`src/rtl/sag_pkg.sv`:
```
package sag_pkg;
  localparam int AXES      = 3;
  localparam int NUM_BANKS = 2 ** AXES;
  localparam int UNIT_W    = AXES;
  localparam int COL_W     = 10;
  localparam int ROW_W     = 11;

  typedef enum logic [1:0] {
    SET_CORNER = 2'd0,
    SET_XEXT   = 2'd1,
    SET_YEXT   = 2'd2,
    SET_ZEXT   = 2'd3
  } set_kind_e;
endpackage

```
`src/rtl/sag_axis_loc.sv`:
```
// One axis of one bank: in-bank location and range check.
module sag_axis_loc #(
  parameter int COORD_W = 9
) (
  input  logic [COORD_W-1:0] coord,
  input  logic               bank_bit,
  input  logic               extend,
  output logic [COORD_W-2:0] loc,
  output logic               oor
);
  localparam int SUM_W = COORD_W + 1;
  localparam logic [SUM_W-1:0] ONE = SUM_W'(1);

  logic [SUM_W-1:0] half_ext;
  logic [SUM_W-1:0] sum;

  assign half_ext = {2'b00, coord[COORD_W-1:1]};

  always_comb begin
    if (!bank_bit) begin
      sum = half_ext + {{(SUM_W-1){1'b0}}, coord[0]};
    end else if (extend) begin
      sum = coord[0] ? (half_ext - ONE) : (half_ext + ONE);
    end else begin
      sum = half_ext;
    end
    // top bit: went negative; next bit: reached the location count
    oor = sum[SUM_W-1] | sum[SUM_W-2];
    loc = sum[SUM_W-3:0];
  end
endmodule

```
`src/rtl/sag_bank.sv`:
```
// Address and unit select for one bank, fixed by the BANK index.
module sag_bank
  import sag_pkg::*;
#(
  parameter int COORD_W = 9,
  parameter int ADDR_W  = ROW_W,
  parameter int BANK    = 0
) (
  input  logic [COORD_W-1:0] ref_x,
  input  logic [COORD_W-1:0] ref_y,
  input  logic [COORD_W-1:0] ref_z,
  input  logic [1:0]         set_kind,
  input  logic               row_mode,
  output logic [ADDR_W-1:0]  addr,
  output logic [UNIT_W-1:0]  unit,
  output logic               oor
);
  localparam int LOC_W = COORD_W - 1;
  localparam logic [AXES-1:0] BANK_SEL = AXES'(BANK);

  logic [COORD_W-1:0] crd    [AXES];
  logic [LOC_W-1:0]   loc    [AXES];
  logic [AXES-1:0]    oor_ax;

  assign crd[0] = ref_x;
  assign crd[1] = ref_y;
  assign crd[2] = ref_z;

  for (genvar a = 0; a < AXES; a++) begin : g_axis
    sag_axis_loc #(.COORD_W(COORD_W)) u_axis (
      .coord    (crd[a]),
      .bank_bit (BANK_SEL[a]),
      .extend   (set_kind == 2'(a + 1)),
      .loc      (loc[a]),
      .oor      (oor_ax[a])
    );
  end

  logic [LOC_W-1:0] u_loc, v_loc, w_loc;
  logic [COL_W-1:0] col_a;
  logic [ROW_W-1:0] row_a;

  assign u_loc = loc[0];
  assign v_loc = loc[1];
  assign w_loc = loc[2];

  // column: W[3:1] at 9:7, V[4:1] at 6:3, U[3:1] at 2:0
  assign col_a = {w_loc[3:1], v_loc[4:1], u_loc[3:1]};
  // row: W[7:4] at 10:7, V[7:5] at 6:4, U[7:4] at 3:0
  assign row_a = {w_loc[7:4], v_loc[7:5], u_loc[7:4]};

  always_comb begin
    oor = |oor_ax;
    if (oor) begin
      addr = '0;
      unit = '0;
    end else begin
      addr = row_mode ? ADDR_W'(row_a) : ADDR_W'(col_a);
      unit = {w_loc[0], v_loc[0], u_loc[0]};
    end
  end
endmodule

```
`src/rtl/sset_addr_gen.sv`:
```
module sset_addr_gen
  import sag_pkg::*;
#(
  parameter int COORD_W = 9,
  parameter int ADDR_W  = ROW_W
) (
  input  logic                          clk,
  input  logic                          rst_n,
  input  logic                          in_valid,
  input  logic [COORD_W-1:0]            ref_x,
  input  logic [COORD_W-1:0]            ref_y,
  input  logic [COORD_W-1:0]            ref_z,
  input  logic [1:0]                    set_kind,
  input  logic                          row_mode,
  output logic                          out_valid,
  output logic [NUM_BANKS*ADDR_W-1:0]   bank_addr,
  output logic [NUM_BANKS*UNIT_W-1:0]   bank_unit,
  output logic [NUM_BANKS-1:0]          bank_oor
);
  localparam int ADDR_BUS_W = NUM_BANKS * ADDR_W;
  localparam int UNIT_BUS_W = NUM_BANKS * UNIT_W;

  logic [ADDR_BUS_W-1:0] cmb_addr, nxt_addr, q_addr;
  logic [UNIT_BUS_W-1:0] cmb_unit, nxt_unit, q_unit;
  logic [NUM_BANKS-1:0]  cmb_oor,  nxt_oor,  q_oor;
  logic                  nxt_valid, q_valid;

  for (genvar b = 0; b < NUM_BANKS; b++) begin : g_bank
    sag_bank #(.COORD_W(COORD_W), .ADDR_W(ADDR_W), .BANK(b)) u_bank (
      .ref_x    (ref_x),
      .ref_y    (ref_y),
      .ref_z    (ref_z),
      .set_kind (set_kind),
      .row_mode (row_mode),
      .addr     (cmb_addr[b*ADDR_W +: ADDR_W]),
      .unit     (cmb_unit[b*UNIT_W +: UNIT_W]),
      .oor      (cmb_oor[b])
    );
  end

  always_comb begin
    nxt_valid = in_valid;
    if (in_valid) begin
      nxt_addr = cmb_addr;
      nxt_unit = cmb_unit;
      nxt_oor  = cmb_oor;
    end else begin
      nxt_addr = q_addr;
      nxt_unit = q_unit;
      nxt_oor  = q_oor;
    end
  end

  always_ff @(posedge clk or negedge rst_n) begin
    if (!rst_n) begin
      q_valid <= 1'b0;
      q_addr  <= '0;
      q_unit  <= '0;
      q_oor   <= '0;
    end else begin
      q_valid <= nxt_valid;
      q_addr  <= nxt_addr;
      q_unit  <= nxt_unit;
      q_oor   <= nxt_oor;
    end
  end

  assign out_valid = q_valid;
  assign bank_addr = q_addr;
  assign bank_unit = q_unit;
  assign bank_oor  = q_oor;
endmodule

```
`config.mk`:
```
export PLATFORM = sky130hd
export DESIGN_NAME = sset_addr_gen
export DESIGN_NICKNAME = d
export VERILOG_FILES = /design/src/rtl/sag_pkg.sv /design/src/rtl/sag_axis_loc.sv /design/src/rtl/sag_bank.sv /design/src/rtl/sset_addr_gen.sv
export SDC_FILE = /design/constraint.sdc
export NUM_CORES = 1
export LEC_CHECK = 0
export BUFFER_PORTS_ARGS = -buffer_cell sky130_fd_sc_hd__buf_2
export CAP_MARGIN = 25
export CORE_MARGIN = 2
export CORE_UTILIZATION = 38
export CTS_BUF_LIST = sky130_fd_sc_hd__clkbuf_4
export DETAILED_ROUTE_END_ITERATION = 7
export PLACE_DENSITY = 0.67
export SYNTH_ARGS = -nofsm -noshare
export SYNTH_HDL_FRONTEND = slang
export SYNTH_HIERARCHICAL = 1
export SYNTH_SLANG_ARGS = --single-unit
```
`constraint.sdc`:
```
create_clock -name clk -period 1 [get_ports clk]
set_input_delay 0.1 -clock clk [delete_from_list [all_inputs] [get_ports clk]]
set_output_delay 0.1 -clock clk [all_outputs]
set_load 0.01 [all_outputs]
```
==> results of run 1 <==
-- metal layers --
metal / share of wire, % / track usage (%) / routed length, µm / vias to the layer above
met4: 3.2 / 9.204 / 1691 / 4
met5: 0.042 / 0 / 22 / -
met1: 43 / 28.39 / 22530 / 7803
met2: 50 / 40.66 / 26460 / 394
li1: - / - / - / 7667
met3: 4.2 / 3.487 / 2230 / 106
-- cell type report --
cell class	count	area share (%)
antenna	1	0.01050
clock inverter	12	0.5353
timing repair buffer	657	23.14
multi-input combinational	1496	56.98
tap	532	2.792
timing repair inverter	6	0.1889
inverter	104	3.054
clock buffer	19	0.5983
sequential	121	12.70
-- flip-flops by register name, indices dropped and copies added (netlist names) --
signal	flops
bank_addr	88
bank_unit	24
bank_oor	8
out_valid	1
-- tightest hold or removal path, cell delays in order --
cell	delay [ns]
buf_2	0.18
xnor2_1	0.17
mux2i_1	0.06
nor2_1	0.09
mux2_4	0.14
-- layout by cell type, fill, tap and decap left out, types with 20 or more instances in the layout --
master,netlist,routed
xor2_1,96,96
nand2_1,96,85
xnor2_1,72,67
mux2_4,0,114
o21a_1,24,24
buf_4,0,423
buf_12,0,38
a22oi_2,24,28
a22oi_1,24,20
nand3_1,24,24
nor2_4,0,32
nor2_1,128,69
ha_1,144,101
inv_1,96,60
nand2_2,24,33
a21oi_1,24,24
and4b_1,24,24
nor2_2,0,27
mux2i_1,104,86
o21ai_0,96,72
or3_1,48,48
ha_4,0,36
conb_1,14,24
nor3_1,48,48
dfrtp_1,121,121
and2_4,0,23
and3_2,56,48
o211ai_1,72,72
clkbuf_4,0,20
mux2_2,168,54
buf_2,10,120
o2111ai_1,24,24
buf_6,43,53
nand4b_1,24,24
-- worst max-delay path by stage --
stage | endpoint | depth (start not counted)
finish | bank_oor[5]$_DFFE_PN0P_ | 13
global route | bank_oor[1]$_DFFE_PN0P_ | 11
CTS | bank_addr[64]$_DFFE_PN0P_ | 13
detailed placement | bank_addr[74]$_DFFE_PN0P_ | 13
global placement | bank_addr[74]$_DFFE_PN0P_ | 13
floorplan | bank_addr[36]$_DFFE_PN0P_ | 11
-- power by group through the flow --
stage	Sequential, µW	Combinational [µW]	Clock [µW]
floorplan	6380	4170	0
finish	6080	10000	3740
CTS	6050	9160	3830
detailed placement	6160	8010	0
global route	6150	10800	4030
global placement	6150	7820	0
-- synth_stat cells (14+ instances only) --
cell type and count:
o211ai_1 72, nand2_2 24, and2_2 24, inv_1 96, dfrtp_1 121, nand4b_1 24, ha_1 144, nor4b_1 24
a22oi_2 24, nand3_1 24, and3_2 56, or3b_2 24, and4b_1 24, conb_1 14, nor2_1 128, xor2_1 96
or3_1 48, mux2i_1 104, nand2_1 96, nor3_1 48, o2111ai_1 24, mux2_2 168, nor2b_1 16, clkbuf_2 24
a21oi_1 24, xnor2_1 72, a22oi_1 24, o21ai_0 96, buf_6 43, o21a_1 24, a31oi_1 24
-- repair_timing --
item	in CTS	in global routing
pin swaps	63	69
hold buffers	4	1
gates resized for setup	194	199
gates cloned	9	1
endpoints found under the hold margin	200	14
endpoints found under the setup margin	241	362
setup buffers	108	60
-- per-stage QoR --
step | cells | area (µm²) | total power [µW] | utilization (%)
3_5_place_dp | 2748 | 20700 | 14170 | 50.46
3_3_place_gp | 2748 | 20700 | 13970 | 50.46
6_report | 2948 | 23840 | 19860 | 58.13
5_1_grt | 2948 | 23840 | 20950 | 58.13
4_1_cts | 2893 | 22600 | 19040 | 55.10
2_1_floorplan | 1798 | 16970 | 10550 | -
-- cells by family after synthesis --
logic type | after synthesis
other cells | 14
compound gates | 312
xor+xnor | 168
fa+ha+maj | 144
mux | 272
flops | 121
buf+inv | 181
simple gates | 576
==> flow_metrics.env, run 1 <==
export IMPL_status="finished, violations left"
export IMPL_violations="setup timing"
export IMPL_portBuffers=153
export IMPL_core_um2=41020
export IMPL_clock_latency_ns=0.65
export IMPL_first_global_vias=15690
export IMPL_layout_min_cycle_time_ns=1.593
export IMPL_wl_mm=52.94
export IMPL_area_delta_synth_final_pct=50.45
export IMPL_setup_tns_ns=-90.72
export IMPL_gr_total_overflow=0
export IMPL_hold_start="ref_x[7]"
export IMPL_cp_start_kind="input pin"
export IMPL_maxCapViolations=0
export IMPL_p_leak_uw=0.01112
export IMPL_reg2reg_from="bank_oor[5]$_DFFE_PN0P_"
export IMPL_cpMostUsedCell="buf_12"
export IMPL_async_flop_share_pct=100.0
export IMPL_internal_power_uw=12510
export IMPL_worst_slew_pin_slew_ns=0.6465
export IMPL_power_switching_uw=7350
export IMPL_p_per_area_nw_per_um2=833.1
export IMPL_drc=0
export IMPL_relSlewSlack_pct=56.75
export IMPL_vias_per_cell=5.419
export IMPL_cp_arrival_ns=2.14
export IMPL_cp_end_kind="flop"
export IMPL_slowest_delay_ns=0.28
export IMPL_regArea_um2=3028
export IMPL_yosysTopAreaCell="dfrtp_1"
export IMPL_synth_compound_area_share_pct=13.64
export IMPL_synth_top_cells_by_area="dfrtp_1, mux2_2, ha_1"
export IMPL_peakVddDrop_mv=0.6310
export IMPL_ys_warn_count=6
export IMPL_finalWorstSetupSlack_ns=-0.5927
export IMPL_rows=74
export IMPL_pre_cts_ws_ns=-1.389
export IMPL_skew_ns=0
export IMPL_synth_top_area_share_pct=19.11
export IMPL_worst_setup_path_type="input pin to flop"
export IMPL_pwr_share_seq_pct=30.6
export IMPL_swShare_pct=37.01
export IMPL_crit_buf_inv=6
export IMPL_synth_fa_ha_area_share_pct=11.37
export IMPL_synth_seq_area_share_pct=19.11
export IMPL_syn_inst=1788
export IMPL_synth_avg_cell_area_um2=8.863
export IMPL_worst_ep_required_time_ns=1.54
export IMPL_layout_drive_gt1_share_pct=51.06
export IMPL_reg2reg_depth=3
export IMPL_pwr_share_comb_pct=50.5
export IMPL_setup_viol=241
export IMPL_hpwl_mm=37.61
export IMPL_cts_htree_levels=4
export IMPL_grt_max_degree=44
export IMPL_synthMuxAreaShare_pct=18.51
export IMPL_multi_input_area_um2=13590
export IMPL_synth_edf_count=0
export IMPL_fillers=3388
export IMPL_clockBufferDepth=2
export IMPL_grtUsageTotal_pct=23.15
export IMPL_fmax_mhz=627.9
export IMPL_synth_xor_area_share_pct=9.285
export IMPL_synth_seq_cells=121
export IMPL_cp_cell_sequence="buf_12, buf_12, buf_8, ha_4, o211ai_1, o21ai_2, nand2_2, nor2_4, nor3_4, buf_6, clkinvlp_4, buf_4, mux2_4"
export IMPL_finalNetCount=2580
export IMPL_r2r_slack_ns=-0.04
export IMPL_die_w_um=208.2
export IMPL_crit_slowest_cell="nor3_4"
export IMPL_die_h_um=208.2
export IMPL_whs_ns=0.1382
export IMPL_cts_sinks=121
export IMPL_ant_nets=0
export IMPL_clockPowerShare_pct=18.9
export IMPL_r2r_end="bank_oor[5]$_DFFE_PN0P_"
export IMPL_initial_core_util_pct=38.63
export IMPL_grt_pass1_wl_mm=81.39
export IMPL_drv_slew=0
export IMPL_rsz0062_at_grt="true"
export IMPL_synth_distinct_cells=35
export IMPL_whs_endpoint="bank_addr[79]$_DFFE_PN0P_"
export IMPL_worst_path_dominant_cell_family="buffers and inverters"
export IMPL_synth_simple_area_share_pct=21.16
export IMPL_die_area_um2=43350
export IMPL_wire_per_inst_um=17.96
export IMPL_hold_path_depth=5
export IMPL_hold_violations=0
export IMPL_critPathMaxFanout=6
export IMPL_drtPass1Iterations=6
export IMPL_place_congestion=0.8796
export IMPL_synth_top_family_by_area="simple AND/OR/NAND/NOR gates"
export IMPL_ios=154
export IMPL_fin_crit_sh_pct=159.3
export IMPL_ys_flop_type="dfrtp_1"
export IMPL_clock_root_buffer="clkbuf_4"
export IMPL_syn_area_um2=15850
export IMPL_critPathLaunch="ref_x[1]"
export IMPL_cts_buffers_inserted=17
export IMPL_clk_pin_slew_ns=0.12
export IMPL_drt_iter0_drc=1122
export IMPL_cts_tree="built"
export IMPL_antenna_found_initial=3
export IMPL_hp_class="input pin to flop"
export IMPL_vias=15970
(Power assumes the default switching activity.)
==> run 2, diff against run 1 <==
--- a/config.mk
+++ b/config.mk
@@ -11,7 +11,7 @@
 export CORE_UTILIZATION = 38
 export CTS_BUF_LIST = sky130_fd_sc_hd__clkbuf_4
 export DETAILED_ROUTE_END_ITERATION = 7
-export PLACE_DENSITY = 0.67
+export PLACE_DENSITY = 0.6
 export SYNTH_ARGS = -nofsm -noshare
 export SYNTH_HDL_FRONTEND = slang
 export SYNTH_HIERARCHICAL = 1
==> run 2 against run 1 <==
  * The flow still finishes with violations (setup timing)
  * Setup slack better by 0.11 ns
  * Clock skew unchanged
  * Count of clock-buffer cells in the layout is 1 lower
  * Worst hold slack got worse by 0.030 ns
==> flow_metrics.env, run 2 (same netlist as run 1, synthesis figures left out) <==
export IMPL_status="finished, violations left"
export IMPL_violations="setup timing"
export IMPL_core_um2=41020
export IMPL_largest_reg_flops=88
export IMPL_clock_root_buffer="clkbuf_4"
export IMPL_portBuffers=153
export IMPL_cp_end_kind="flop"
export IMPL_hold_start="ref_y[3]"
export IMPL_post_route_util_pct=59.64
export IMPL_die_area_um2=43350
export IMPL_relSlewSlack_pct=40.35
export IMPL_finalWorstSetupSlack_ns=-0.4794
export IMPL_whs_endpoint="bank_addr[26]$_DFFE_PN0P_"
export IMPL_maxCapViolations=0
export IMPL_initial_core_util_pct=38.63
export IMPL_hold_violations=0
export IMPL_vias_per_cell=5.386
export IMPL_antenna_found_initial=2
export IMPL_gr_total_overflow=0
export IMPL_layout_drive_gt1_share_pct=53.93
export IMPL_fmax_mhz=675.9
export IMPL_met3WireLength_mm=2.119
export IMPL_dr_max_layer_used="met4"
export IMPL_cts_htree_levels=4
export IMPL_die_h_um=208.2
export IMPL_wl_met2_mm=25.90
export IMPL_vias=16050
export IMPL_cp_arrival_ns=2.15
export IMPL_clk_pin_slew_ns=0.12
export IMPL_p_per_area_nw_per_um2=841.5
export IMPL_area_delta_synth_final_pct=54.36
export IMPL_cp_cell_sequence="buf_16, buf_12, buf_6, ha_4, ha_4, inv_2, o21ai_2, nand2_2, nor2_4, nor3_4, clkinvlp_4, nor2_2, mux2_4"
export IMPL_critPathMaxFanout=7
export IMPL_peakVddDrop_mv=0.8073
export IMPL_ios=154
export IMPL_ant_nets=0
export IMPL_rsz0062_at_grt="true"
export IMPL_r2r_end="bank_addr[23]$_DFFE_PN0P_"
export IMPL_skew_ns=0
export IMPL_cts_buffers_inserted=17
export IMPL_reg2reg_depth=3
export IMPL_worst_slew_pin_slew_ns=0.8947
export IMPL_clock_latency_ns=0.74
export IMPL_r2r_slack_ns=-0.06
export IMPL_cp_start_kind="input pin"
export IMPL_worst_path_dominant_cell_family="buffers and inverters"
export IMPL_cts_sinks=121
export IMPL_grtUsageTotal_pct=23.54
export IMPL_die_w_um=208.2
export IMPL_wire_per_inst_um=17.80
export IMPL_fin_crit_sh_pct=147.9
export IMPL_drv_slew=0
export IMPL_first_global_vias=15580
export IMPL_power_total_uw=20580
export IMPL_finalNetCount=2608
export IMPL_cpMostUsedCell="ha_4"
export IMPL_reg2reg_from="bank_addr[23]$_DFFE_PN0P_"
export IMPL_final_cell_mix="buf_4, mux2_4, dfrtp_1, buf_2, ha_1"
export IMPL_rows=74
export IMPL_grt_pass1_wl_mm=82.54
export IMPL_worst_ep_required_time_ns=1.67
export IMPL_hold_path_depth=5
export IMPL_place_congestion=0.8785
export IMPL_drt_met1_wl_mm=23.70
export IMPL_hp_class="input pin to flop"
export IMPL_clockBufferDepth=2
export IMPL_worst_setup_path_type="input pin to flop"
export IMPL_final_common_cell="buf_4"
export IMPL_grt_max_degree=44
export IMPL_slowest_delay_ns=0.43
export IMPL_crit_buf_inv=5
export IMPL_layout_min_cycle_time_ns=1.479
export IMPL_p_leak_uw=0.01135
export IMPL_cts_tree="built"
export IMPL_drtPass1Iterations=6
export IMPL_setup_viol=241
export IMPL_hpwl_mm=37.80
export IMPL_crit_slowest_cell="nor3_4"
export IMPL_drt_iter0_drc=1004
export IMPL_wl_mm=53.05
export IMPL_drc=0
==> run 2: final cells by class <==
type                            instances  area (µm²)
Antenna cell                            4       10.01
Clock buffer                           18       135.1
Clock inverter                         14       187.7
Fill cell                            3449       16560
Inverter                              104       725.7
Multi-Input combinational cell       1496       13870
Sequential cell                       121        3028
Tap cell                              532       665.6
Timing Repair Buffer                  685        5788
Timing Repair inverter                  6       46.29
==> run 2: metrics by stage <==
step / setup TNS (ns) / instances / hold WS (ns) / setup slack, ns / area, µm²
3_3_place_gp: -152.39 / 2753 / -0.01349 / -1.408 / 20810
5_1_grt: -97.21 / 2979 / 0.1100 / -0.5204 / 24460
4_1_cts: -95.21 / 2906 / 0.04878 / -0.5233 / 22900
6_report: -87.04 / 2980 / 0.1083 / -0.4794 / 24460
3_5_place_dp: -154.43 / 2753 / -0.01982 / -1.418 / 20810
2_1_floorplan: -65.77 / 1798 / -0.1956 / -0.5992 / 16970
==> run 2: power breakdown <==
part / internal [µW] / leakage, µW / switching [µW]
Clock: 1830 / 0.000164 / 2480
Combinational: 5540 / 0.00974 / 4670
Sequential: 5590 / 0.00145 / 479
==> run 2: how the worst max path moves through the flow <==
stage               depth (start not counted)  slack [ns]                      start                   endpoint
floorplan                                  11       -0.60                   ref_x[2]  bank_addr[36]$_DFFE_PN0P_
global placement                           14       -1.41                   ref_y[1]  bank_addr[80]$_DFFE_PN0P_
detailed placement                         12       -1.42                set_kind[0]    bank_oor[2]$_DFFE_PN0P_
CTS                                         1       -0.52  bank_addr[85]$_DFFE_PN0P_              bank_addr[85]
global route                                1       -0.52  bank_addr[85]$_DFFE_PN0P_              bank_addr[85]
finish                                     13       -0.48                   ref_y[1]  bank_addr[14]$_DFFE_PN0P_
==> run 2: worst reg2reg max path, stage by stage, from the launching register on <==
cell and delay [ns]:
dfrtp_1 0.44, buf_4 0.15, buf_4 0.12, mux2_4 0.25
==> run 2: layer usage <==
layer,GRT usage (%),vias up
met5,0,-
met1,30.81,7839
li1,-,7746
met3,3.472,78
met4,7.343,0
met2,39.93,387
==> run 2: repair_timing <==
item,CTS,global route
hold endpoints to repair,240,0
setup endpoints to repair,241,334
gates cloned,4,2
hold buffers,6,0
gates resized for setup,234,252
pin swaps,83,84
buffers inserted,119,77
